$ cat src/rtl/irq_regs_pkg.sv
package irq_regs_pkg;
  localparam int WORD_W    = 32;
  localparam int WSEL_W    = 2;
  localparam int ADDR_W    = WSEL_W + 2;
  localparam int MAX_WORDS = 1 << WSEL_W;
  localparam int MAX_LINES = MAX_WORDS * WORD_W;

  typedef enum logic [1:0] {
    VIEW_EN_SET = 2'd0,
    VIEW_EN_CLR = 2'd1,
    VIEW_PD_SET = 2'd2,
    VIEW_PD_CLR = 2'd3
  } view_e;
endpackage

$ cat src/rtl/irq_edge_detect.sv
module irq_edge_detect #(
  parameter int LINES = 32
) (
  input  logic             clk,
  input  logic             rst_n,
  input  logic [LINES-1:0] lvl,
  output logic [LINES-1:0] rise
);
  logic [LINES-1:0] lvl_q;

  always_ff @(posedge clk) begin
    if (!rst_n) lvl_q <= '0;
    else        lvl_q <= lvl;
  end

  assign rise = lvl & ~lvl_q;
endmodule

$ cat src/rtl/irq_flag_bank.sv
module irq_flag_bank #(
  parameter int LINES = 32
) (
  input  logic             clk,
  input  logic             rst_n,
  input  logic [LINES-1:0] sw_set,
  input  logic [LINES-1:0] sw_clr,
  input  logic [LINES-1:0] hw_set,
  output logic [LINES-1:0] q
);
  logic [LINES-1:0] any_set;

  assign any_set = sw_set | hw_set;

  always_ff @(posedge clk) begin
    if (!rst_n) q <= '0;
    else        q <= (q & ~sw_clr) | any_set;
  end


  set_wins_chk: assert property (@(posedge clk) disable iff (!rst_n)
    (any_set != '0) |=> ((q & $past(any_set)) == $past(any_set)));


  clear_takes_chk: assert property (@(posedge clk) disable iff (!rst_n)
    (sw_clr != '0) |=> ((q & $past(sw_clr & ~any_set)) == '0));


  no_stray_set_chk: assert property (@(posedge clk) disable iff (!rst_n)
    1'b1 |=> ((q & ~$past(q) & ~$past(any_set)) == '0));
endmodule

$ cat src/rtl/irq_regs.sv
module irq_regs
  import irq_regs_pkg::*;
#(
  parameter int LINES = 128
) (
  input  logic              clk,
  input  logic              rst_n,
  input  logic              bus_sel,
  input  logic              bus_we,
  input  logic [ADDR_W-1:0] bus_addr,
  input  logic [WORD_W-1:0] bus_wdata,
  output logic [WORD_W-1:0] bus_rdata,
  input  logic [LINES-1:0]  irq_in,
  output logic [LINES-1:0]  irq_req
);
  localparam int WORDS = (LINES + WORD_W - 1) / WORD_W;

  initial begin
    if (LINES < 1 || LINES > MAX_LINES)
      $error("irq_regs: LINES out of range");
  end

  view_e             view;
  logic [WSEL_W-1:0] wsel;
  logic              wr_acc, rd_acc;
  logic [LINES-1:0]  wmask, rise, en_q, pd_q;
  logic [LINES-1:0]  en_set, en_clr, pd_set, pd_clr;
  logic [MAX_LINES-1:0] en_pad, pd_pad;

  assign view   = view_e'(bus_addr[ADDR_W-1:WSEL_W]);
  assign wsel   = bus_addr[WSEL_W-1:0];
  assign wr_acc = bus_sel & bus_we;
  assign rd_acc = bus_sel & ~bus_we;

  for (genvar i = 0; i < LINES; i++) begin : g_wmask
    assign wmask[i] = wr_acc && (wsel == WSEL_W'(i / WORD_W)) && bus_wdata[i % WORD_W];
  end

  assign en_set = (view == VIEW_EN_SET) ? wmask : '0;
  assign en_clr = (view == VIEW_EN_CLR) ? wmask : '0;
  assign pd_set = (view == VIEW_PD_SET) ? wmask : '0;
  assign pd_clr = (view == VIEW_PD_CLR) ? wmask : '0;

  irq_edge_detect #(.LINES(LINES)) u_edge (
    .clk(clk), .rst_n(rst_n), .lvl(irq_in), .rise(rise)
  );

  irq_flag_bank #(.LINES(LINES)) u_enable (
    .clk(clk), .rst_n(rst_n), .sw_set(en_set), .sw_clr(en_clr),
    .hw_set('0), .q(en_q)
  );

  irq_flag_bank #(.LINES(LINES)) u_pending (
    .clk(clk), .rst_n(rst_n), .sw_set(pd_set), .sw_clr(pd_clr),
    .hw_set(rise), .q(pd_q)
  );

  for (genvar i = 0; i < MAX_LINES; i++) begin : g_pad
    if (i < LINES) begin : g_live
      assign en_pad[i] = en_q[i];
      assign pd_pad[i] = pd_q[i];
    end else begin : g_dead
      assign en_pad[i] = 1'b0;
      assign pd_pad[i] = 1'b0;
    end
  end

  always_ff @(posedge clk) begin
    if (!rst_n) begin
      bus_rdata <= '0;
      irq_req   <= '0;
    end else begin
      irq_req <= en_q & pd_q;
      if (rd_acc) begin
        if (view == VIEW_EN_SET || view == VIEW_EN_CLR)
          bus_rdata <= en_pad[wsel*WORD_W +: WORD_W];
        else
          bus_rdata <= pd_pad[wsel*WORD_W +: WORD_W];
      end
    end
  end


  req_follows_chk: assert property (@(posedge clk) disable iff (!rst_n)
    1'b1 |=> (irq_req == $past(en_q & pd_q)));


  edge_pends_chk: assert property (@(posedge clk) disable iff (!rst_n)
    (rise != '0) |=> ((pd_q & $past(rise)) == $past(rise)));


  dead_word_chk: assert property (@(posedge clk) disable iff (!rst_n)
    (rd_acc && (int'(wsel) >= WORDS)) |=> (bus_rdata == '0));


  rdata_hold_chk: assert property (@(posedge clk) disable iff (!rst_n)
    !rd_acc |=> $stable(bus_rdata));
endmodule

$ cat config.mk
export PLATFORM = sky130hd
export DESIGN_NAME = irq_regs
export DESIGN_NICKNAME = d
export VERILOG_FILES = /design/src/rtl/irq_regs_pkg.sv /design/src/rtl/irq_edge_detect.sv /design/src/rtl/irq_flag_bank.sv /design/src/rtl/irq_regs.sv
export SDC_FILE = /design/constraint.sdc
export NUM_CORES = 1
export LEC_CHECK = 0
export ABC_CLOCK_PERIOD_IN_PS = 1660
export BUFFER_PORTS_ARGS = -buffer_cell sky130_fd_sc_hd__buf_2
export CORE_AREA = 2 2 245 187
export DETAILED_ROUTE_END_ITERATION = 16
export DIE_AREA = 0 0 247 189
export PLACE_DENSITY_LB_ADDON = 0.1
export SYNTH_ARGS = -nofsm -noshare
export SYNTH_HDL_FRONTEND = slang
export SYNTH_SLANG_ARGS = --single-unit
$ cat constraint.sdc
create_clock -name clk -period 1.66 [get_ports clk]
set_clock_uncertainty 0.1 [all_clocks]
set_input_delay 0.332 -clock clk [delete_from_list [all_inputs] [get_ports clk]]
set_output_delay 0.332 -clock clk [all_outputs]
set_load 0.05 [all_outputs]
Word level (Yosys, flattened, before mapping)
Cells that the tools add are included.
- bits in writable memories: 0
- bits of input ports: 168
- memory bits (read-only): 0
- bits in registers: 544
- output and inout port bits: 160
- latch bits: 0
- memories: 0
- word-level logic and storage cells: 166
- order comparisons: 0
- multiply operators: 0
- div/mod/pow operators: 0
- shift operators: 2
- bitwise logic cells: 13
- mux-type cells: 5
- $add $sub $neg: 0
- reductions and logical operators: 135
- eq/ne operators: 6
- operators by type and width (kind ; count):
    bitwise AND 128 bit ; 4
    two-way mux 128 bit ; 4
    NOT 128 bit ; 3
    OR 128 bit ; 3
    variable part select 128 x 8 -> 32 bit ; 2
    logical AND 1 bit ; 132
    two-way mux 32 bit ; 1
    == test 2 bit (second input constant) ; 4
    == test 2 x 1 -> 1 bit (second input constant) ; 2
    zero test 2 bit ; 2
    bitwise AND 1 bit ; 2
    logical OR 1 bit ; 1
    NOT 1 bit ; 1

Longest topological paths before layout
Gate-level depths: netlist of run 1.
- word-level depth: 7
- mapped depth: 6
- depth with buffers taken out: 3

By module
A second synthesis of run 1 with hierarchy kept.
- cells, all modules: 2551
- area total of the unflattened synthesis: 22887.0 sq um
- modules (own cells, without submodules) (module ; area each (sq um) ; instances ; cells an instance ; seq. area each (sq um)):
    irq_regs ; 9371.5 ; 1 ; 1357 ; 3203.1
    irq_flag_bank ; 4638.2 ; 2 ; 398 ; 2562.5
    irq_edge_detect ; 4239.1 ; 1 ; 398 ; 2562.5

Worst setup path before layout of run 1
No wires, ideal clock.
- path type: input port to flip-flop
- from: input port bus_addr[3]
- to: register bus_rdata[10]
- setup time: 136 ps
- setup slack: -42 ps
- buffers on the path: 2
- arrival time: 1466 ps
- stages on the path: 5
- path through: buf_4 > clkbuf_1 > mux2_2 > a222oi_1 > a31oi_1
- cells in the longest elaborated chain, start to end: 3
- elaborated cells between the ends (all ways): 4
- classes of those cells: eq/ne (1); mux (1); reduce/logical (2)
- RTL lines (item ; line ; RTL):
    from (decl) ; irq_regs.sv:10 ; input logic [ADDR_W-1:0] bus_addr,
    == test 2 x 1 -> 1 bit or zero test 2 bit (tied branches) ; irq_regs.sv:75 ; if (view == VIEW_EN_SET || view == VIEW_EN_CLR)
    logical OR 1 bit * ; irq_regs.sv:75 ;
    two-way mux 32 bit * ; irq_regs.sv:75 ;
    to (signal assigned) ; irq_regs.sv:76 ; bus_rdata <= en_pad[wsel*WORD_W +: WORD_W];
    to (signal assigned) ; irq_regs.sv:78 ; bus_rdata <= pd_pad[wsel*WORD_W +: WORD_W];
    to (decl) ; irq_regs.sv:12 ; output logic [WORD_W-1:0] bus_rdata,
Every way passes the cells marked *; elsewhere a longest branch is shown, timed or not.
A chain may end at the register's enable or synchronous reset.

Final worst setup path of run 1
- from: register bus_rdata[1]
- to: output port bus_rdata[1]
No word-level cell between the ends.

==> metrics.txt, run 1 <==
status finished, final reports clean; Synth Instances 2292; Slew headroom 0.753; Antenna Nets Post-Route 0; Overflow after GRT 0; R2R Path Start u_enable.q[77]; Die ar. approximately 47000 um2; Period minus WS final approximately 1.6 ns; syn avg cell area 9.92 um2; Storage cell area 10900 um2; top_reg_cell synth dfxtp_1; final setup fails 0; Pins Over Slew Limit 0; row cnt 67; CP max stage delay 0.39 ns; worst setup path start bus_rdata[1]; Reg-to-Reg End bus_rdata[13]; I/O Buffers 327; EDFF count, synth 0; Clock power frac 0.394; min-delay src bus_wdata[26]; root buf cell clkbuf_16; Seq/Total Area, Yosys 0.479; Mapped Area 22700 um2; FMAX 608 MHz; Net Sw Frac 0.251; initial antenna violation count 2; Req. time, crit path ~1.2 ns; post-placement cell area 26600 um2; Buf+Inv Stages, Crit Path 1; vias 20400; part of the power in registers 0.483; max-cap check violation count 0; DIE HEIGHT 189 um; layout cells sized above 1 0.286; post-synth cell types 30; Synth warnings 0; unrepaired setup endpoints after global routing no; H-Tree Depth 2; top-count cell post-synth dfxtp_1; maximum clock insertion buffer count 3; net switching power 7180 uW; CP Capture Type output port; Worst path top cell family by delay flip-flops; Fill cells 3429; Synth Net Count 2460; Synth-to-Final Area Change 30.3%; hpwl dp approximately 47000 um; global-route wire length before repair 111000 um; share of the synthesized area in the top cell type 0.479; vias in the first global route 20000; r2r setup slk 0.32 ns; slowest library cell on the worst path dfxtp_1; Post-CTS Setup Bufs 0; Net count, final 2957; Gate power share 0.123; io pins roughly 330; Final Cell Area 29600 um2; post-route clock period utilization 0.990; Clock Pin Slew Worst Setup and Hold Paths 0.07 ns; Iter 0 DRT Violations 1601; Worst Path Max Fanout 2; gr usage total 0.296; CP Depth 1; First-pass DRT Iterations 8; CP Launch Type flop; internal power 21500 uW; CTS tree yes; FF-to-FF path depth 3; VDD IR max 0.773 mV; largest net degree at the start of global routing 93; area of the multi-input gates 10300 um2; dominant cell type by area after synthesis dfxtp_1; largest cells by area after synthesis dfxtp_1, o31ai_1, a21boi_0, mux2_2, a32oi_1; Core ar. between 40000 and 50000 um2; worst path arrival time 1.21 ns; CTS Buf Count 52; Via density 5.97; Final TNS setup 0 ns; worst slew pin tran 0.365 ns; CP Cell Sequence buf_4; worst min path class input port to flop; post-DR wirelength/cell 20.8 um; Post-synth ARST share 0; chip width 247 um; DR DRC count 0; DRT Wirelength about 70000 um; GPL Wtd Cong 0.867; P per Cell Area 967 nW/um2; Crit Path Class flop to output port; synth cell count leaders dfxtp_1, o31ai_1, a21boi_0; hold-critical path depth 4; final hold violations 0; clock sinks 544; clock latency on the worst-skew pair roughly 0.6 ns; Initial Util 0.515; critical path capture point bus_rdata[1]; synthesized flop and latch total between 500 and 600; cell leakage power 0.0123 uW
## tightest hold or removal path: cells and delay by family
| kind | cells | cell delay [ns] |
|---|---|---|
| simple gates | 2 | 0.21 |
| buf+inv | 1 | 0.12 |
| compound gates | 1 | 0.05 |
## cell families (layout without fill, tap and decap cells)
kind of cell / after synthesis / count (layout) / share of synthesized area
mux: 128 / 128 / 0.0634
flops: 544 / 544 / 0.479
other cells: 0 / 3 / 0
compound gates: 733 / 733 / 0.247
buf+inv: 394 / 921 / 0.0712
simple gates: 493 / 493 / 0.139
## power groups by stage
stage / clock [uW] / combinational, uW / sequential [uW]
2_1_floorplan: 0 / 1640 / 14200
3_3_place_gp: 0 / 3160 / 14100
3_5_place_dp: 0 / 3230 / 14100
4_1_cts: 11400 / 3510 / 13800
5_1_grt: 12000 / 3800 / 13900
6_report: 11300 / 3540 / 13800
## sequential cells by signal, indices dropped and copies added (netlist names)
signal	flops
u_edge.lvl_q	128
u_pending.q	128
bus_rdata	32
u_enable.q	128
irq_req	128
## worst min path at each step
stage                                  end  slack, ns
after floorplan           u_pending.q[127]       0.33
after global placement    u_pending.q[125]       0.33
after detailed placement  u_pending.q[125]       0.35
after CTS                   u_enable.q[24]       0.06
after global routing        u_enable.q[90]       0.08
final                       u_enable.q[90]       0.07
## placed cells by master, fill, tap and decap left out, types with 2 or more instances in the layout
cell type,Yosys,final
dfxtp_2,0,5
buf_12,0,52
buf_2,58,277
nand2_1,37,35
clkinv_2,0,7
o311ai_0,3,3
and2_1,126,125
dlygate4sd3_1,0,129
a21boi_0,230,230
or3_1,3,3
buf_6,4,9
o31ai_1,250,250
buf_4,7,238
buf_8,1,2
o221ai_1,3,3
nand2_4,0,2
a31oi_1,32,32
diode_2,0,3
o21ai_0,35,35
a222oi_1,32,32
a21boi_1,23,23
a32oi_1,125,125
clkbuf_1,172,13
clkbuf_8,0,8
nand3_2,11,11
clkbuf_16,0,53
inv_6,0,2
dfxtp_1,544,539
nor2b_4,0,4
mux2_2,128,128
nand2b_4,0,2
inv_1,128,128
nand3_1,22,22
and3_1,160,160
clkbuf_4,0,2
or4_1,125,125
## routing by layer
metal	vias to the layer above	wire (um)	track usage
met5	-	0	0
met4	0	1380	0.0871
met3	95	5150	0.0421
met2	772	33200	0.478
met1	9916	31300	0.411
li1	9573	-	-
## stage by stage
| stage | total power, uW | cells | utilization | hold slack (ns) | setup WS, ns |
|---|---|---|---|---|---|
| after detailed placement | 17300 | 3192 | 0.602 | 0.347 | -0.281 |
| final | 28700 | 3408 | 0.671 | 0.0716 | 0.0161 |
| after CTS | 28800 | 3405 | 0.670 | 0.0555 | 0.000963 |
| after global routing | 29600 | 3408 | 0.671 | 0.0843 | 0.000851 |
| after global placement | 17200 | 3192 | 0.602 | 0.333 | -0.249 |
| after floorplan | 15800 | 2292 | - | 0.328 | 0.00254 |
## layout make-up
class / instances / share of cell area
clock inverter: 10 / 0.00279
inverter: 128 / 0.0162
sequential: 544 / 0.368
tap: 586 / 0.0247
timing repair buffer: 709 / 0.191
antenna: 3 / 0.000253
multi-input combinational: 1354 / 0.347
clock buffer: 74 / 0.0501
## timing repair
action	CTS	global route
setup endpoints to repair	45	5
endpoints found under the hold margin	252	0
hold buffers	129	0
resized for setup	56	5
No activity file was read; power rests on OpenSTA's default activity.
==> run 2, diff against run 1 <==
--- a/config.mk
+++ b/config.mk
@@ -11,6 +11,7 @@
 export DETAILED_ROUTE_END_ITERATION = 16
 export DIE_AREA = 0 0 247 189
 export PLACE_DENSITY_LB_ADDON = 0.1
+export REMOVE_ABC_BUFFERS = 1
 export SYNTH_ARGS = -nofsm -noshare
 export SYNTH_HDL_FRONTEND = slang
 export SYNTH_SLANG_ARGS = --single-unit
==> metrics.txt, run 2 (synthesis gave the netlist of run 1 again) <==
Pins Over Slew Limit 0; CTS tree yes; worst path arrival time 1.20 ns; Synth-to-Final Area Change 31.7%; Core ar. 44200 um2; max-cap check violation count 0; final setup fails 0; status finished, final reports clean; GPL Wtd Cong 0.852; Req. time, crit path 1.23 ns; FMAX 612 MHz; DIE HEIGHT 189 um; First-pass DRT Iterations 7; Initial Util 0.515; Overflow after GRT 0; Iter 0 DRT Violations 1550; Die ar. 46700 um2; worst min path class input port to flop; Crit Path Class flop to output port; vias in the first global route 20200; slowest library cell on the worst path dfxtp_1; vias 20400; R2R Path Start u_enable.q[72]; post-placement cell area about 26000 um2; final hold violations 0; hold-critical path depth 4; CTS Buf Count between 50 and 60; DRT Wirelength approximately 71000 um; hold worst-path end u_enable.q[86]; FF-to-FF path depth 3; Net count, final 2958; hpwl dp 45700 um; H-Tree Depth 2; maximum clock insertion buffer count 3; Reg-to-Reg End bus_rdata[8]; CP Launch Type flop; Via density 5.97; post-route clock period utilization 0.985; gr usage total 0.296; min-delay src bus_wdata[22]; CP Cell Sequence buf_4; Worst path top cell family by delay flip-flops; I/O Buffers 327; CP max stage delay between 0.3 and 0.4 ns; Period minus WS final 1.63 ns; cell leakage power 0.0125 uW; chip width 247 um; total power 30600 uW; row cnt 67; post-DR wirelength/cell 20.7 um; initial antenna violation count 5; Fill cells around 3400; Antenna Nets Post-Route 0; P per Cell Area 1020 nW/um2; Buf+Inv Stages, Crit Path 1; VDD IR max 0.930 mV; root buf cell clkbuf_16; clock latency on the worst-skew pair ~0.60 ns; worst slew pin tran 0.339 ns; clock sinks 544; most common cell after layout, fill and taps aside dfxtp_1; io pins around 330; most frequent cells in the layout dfxtp_1, buf_2, o31ai_1; unrepaired setup endpoints after global routing no; layout cells sized above 1 0.289; Final Cell Area 29900 um2; Slew headroom 0.774; CP Capture Type output port; global-route wire length before repair 111000 um; Clock Pin Slew Worst Setup and Hold Paths around 0.07 ns; DR DRC count 0; Worst Path Max Fanout 1; largest net degree at the start of global routing 97; r2r setup slk around 0.32 ns
run 2: what timing repair did:
action	in CTS	in global routing
hold endpoints to repair	258	0
hold buffers	133	0
buffers inserted	0	0
cloned	0	0
endpoints found under the setup margin	47	16
gates resized for setup	50	17
run 2: area by class of cell:
cell class	count	area, um2	area share
Clock buffer	79	1660	0.0553
Multi-Input combinational cell	1354	10300	0.344
Timing Repair Buffer	709	5590	0.187
Clock inverter	18	274	0.00915
Tap cell	586	733	0.0245
Inverter	128	480	0.0161
Sequential cell	544	10900	0.364
Antenna cell	4	10.0	0.000334
run 2: per-stage QoR:
stage | hold WS [ns] | TNS (ns) | util | std cells | setup slack (ns)
floorplan | 0.329 | -576.45 | - | 2026 | -3.61
global placement | 0.335 | -29.66 | 0.600 | 3188 | -0.241
detailed placement | 0.344 | -41.99 | 0.600 | 3188 | -0.272
CTS | 0.0392 | 0 | 0.676 | 3418 | 0.000255
global route | 0.0756 | 0 | 0.678 | 3422 | 0.000867
finish | 0.0625 | 0 | 0.678 | 3422 | 0.0254
run 2: where the power goes:
part | switching, uW | total [uW] | leakage (uW) | internal, uW
Sequential | 272 | 13800 | 0.00446 | 13500
Clock | 5260 | 13200 | 0.000955 | 7960
Combinational | 1930 | 3520 | 0.00705 | 1590
run 2: per-layer routing:
| layer | part of all wire | wire length, um | vias to the layer above | global-route usage |
|---|---|---|---|---|
| li1 | - | - | 9600 | - |
| met1 | 0.44 | 30900 | 9904 | 0.397 |
| met2 | 0.46 | 32900 | 775 | 0.476 |
| met3 | 0.069 | 4890 | 160 | 0.0550 |
| met4 | 0.031 | 2180 | 2 | 0.107 |
| met5 | 0.00018 | 13 | - | 0 |
run 2: worst max-delay path by stage:
stage	startpoint	end	slack, ns	depth (start not counted)
3_3_place_gp	bus_addr[3]	bus_rdata[7]	-0.24	6
3_5_place_dp	bus_addr[3]	u_pending.q[126]	-0.27	7
5_1_grt	bus_rdata[2]	bus_rdata[2]	0.0009	1
4_1_cts	irq_req[78]	irq_req[78]	0.0003	1
2_1_floorplan	bus_addr[2]	u_pending.q[125]	-3.61	3
6_report	irq_req[119]	irq_req[119]	0.03	1
run 2: worst min-delay path, stage by stage:
cell and delay [ns]:
buf_2 0.11, nand3_2 0.11, or4_1 0.12, a21boi_1 0.05
==> run 3, diff against run 2 <==
--- a/config.mk
+++ b/config.mk
@@ -5,11 +5,11 @@
 export SDC_FILE = /design/constraint.sdc
 export NUM_CORES = 1
 export LEC_CHECK = 0
-export ABC_CLOCK_PERIOD_IN_PS = 1660
+export ABC_CLOCK_PERIOD_IN_PS = 1600
 export BUFFER_PORTS_ARGS = -buffer_cell sky130_fd_sc_hd__buf_2
-export CORE_AREA = 2 2 245 187
+export CORE_AREA = 2 2 234 178
 export DETAILED_ROUTE_END_ITERATION = 16
-export DIE_AREA = 0 0 247 189
+export DIE_AREA = 0 0 236 180
 export PLACE_DENSITY_LB_ADDON = 0.1
 export REMOVE_ABC_BUFFERS = 1
 export SYNTH_ARGS = -nofsm -noshare
==> constraint.sdc (replaced) <==
create_clock -name clk -period 1.6 [get_ports clk]
set_clock_uncertainty 0.1 [all_clocks]
set_input_delay 0.32 -clock clk [delete_from_list [all_inputs] [get_ports clk]]
set_output_delay 0.32 -clock clk [all_outputs]
set_load 0.05 [all_outputs]
==> metrics.txt, run 3 (synthesis gave the netlist of run 1 again) <==
status finished, final reports clean; Iter 0 DRT Violations 1752; row cnt 64; Final Cell Area 29700 um2; final setup fails 0; Post-CTS Setup Bufs 0; cell leakage power 0.0123 uW; CP Capture Type output port; Die ar. 42500 um2; H-Tree Depth 2; CP max stage delay around 0.33 ns; io pins 328; net switching power around 7600 uW; slowest library cell on the worst path dfxtp_1; vias around 21000; Core ar. 40300 um2; First-pass DRT Iterations 11; Synth-to-Final Area Change 30.8%; Worst path top cell family by delay flip-flops; vias in the first global route 20300; most common cell after layout, fill and taps aside dfxtp_1; DRT Wirelength 70900 um; initial antenna violation count 8; internal power 22900 uW; Net count, final 2947; Net Sw Frac 0.249; worst slew pin tran 0.341 ns; DIE HEIGHT 180 um; Buf+Inv Stages, Crit Path 1; VDD IR max 0.860 mV; layout cells sized above 1 0.289; Crit Path Class flop to output port; Antenna Nets Post-Route 0; Gate power share 0.120; Pins Over Slew Limit 0; Initial Util 0.564; max-cap check violation count 0; CTS tree yes; Overflow after GRT 0; CTS Buf Count 51; Req. time, crit path 1.18 ns; worst min path class input port to flop; clock latency on the worst-skew pair between 0.5 and 0.6 ns; clock sinks 544; Slew headroom 0.770; P per Cell Area 1030 nW/um2; hpwl dp 45800 um; global-route wire length before repair 111000 um; maximum clock insertion buffer count 3; GPL Wtd Cong 0.853; gr usage total 0.321; most frequent cells in the layout dfxtp_1, o31ai_1, buf_4; Worst Path Max Fanout 1; DR DRC count 0; largest net degree at the start of global routing 73; CP Cell Sequence buf_2; Clock Pin Slew Worst Setup and Hold Paths about 0.060 ns; root buf cell clkbuf_16; CP Launch Type flop; chip width 236 um; I/O Buffers 327; Period minus WS final approximately 1.6 ns; post-placement cell area 26400 um2; worst slack at placement -0.379 ns; worst path arrival time 1.17 ns; Via density 6.15; Final Worst Setup Slack about 0.010 ns; post-route clock period utilization 0.994; FMAX 629 MHz; Clock power frac 0.410; final hold violations 0; Inst Count DP 3126; Post-Layout Cell Count approximately 3400; post-DR wirelength/cell between 20 and 25 um; Final TNS setup 0 ns; part of the power in registers 0.470
==> run 3: final timing paths <==
check | start | to | slack (ns) | cells after the start
min reg2reg | u_edge.lvl_q[127] | u_pending.q[127] | 0.36 | 1
max reg2reg | u_pending.q[72] | bus_rdata[8] | 0.26 | 3
max | irq_req[25] | irq_req[25] | 0.01 | 1
min | rst_n | u_pending.q[64] | 0.04 | 2
==> run 3: area by class of cell <==
class	count	area [um2]
Antenna cell	6	15.0
Clock buffer	70	1500
Clock inverter	24	230
Fill cell	2847	10500
Inverter	128	480
Multi-Input combinational cell	1354	10300
Sequential cell	544	10900
Tap cell	528	661
Timing Repair Buffer	700	5660
==> run 3: power by group through the flow <==
| stage | Sequential [uW] | Combinational [uW] | Clock, uW |
|---|---|---|---|
| CTS | 14300 | 3600 | 12600 |
| detailed placement | 14600 | 3300 | 0 |
| finish | 14300 | 3670 | 12500 |
| global placement | 14600 | 3220 | 0 |
| global route | 14400 | 3910 | 13200 |
| floorplan | 14700 | 1260 | 0 |
==> run 3: stage by stage <==
| stage | hold WS (ns) | power [uW] | util |
|---|---|---|---|
| after CTS | 0.0280 | 30600 | 0.736 |
| final | 0.0418 | 30500 | 0.738 |
| after global placement | 0.334 | 17800 | 0.656 |
| after floorplan | 0.329 | 16000 | - |
| after global routing | 0.0288 | 31500 | 0.738 |
| after detailed placement | 0.348 | 17900 | 0.656 |
==> run 3: routing by layer <==
metal / wire [um] / track usage
met3: 5580 / 0.0564
met2: 32900 / 0.520
met1: 30200 / 0.433
met4: 2180 / 0.111
met5: 11 / 0
==> run 3: repair_timing <==
action                                  in CTS  in global routing
endpoints found under the setup margin      62                 37
endpoints found under the hold margin      247                  0
hold buffers                               128                  0
gates resized for setup                     74                 38
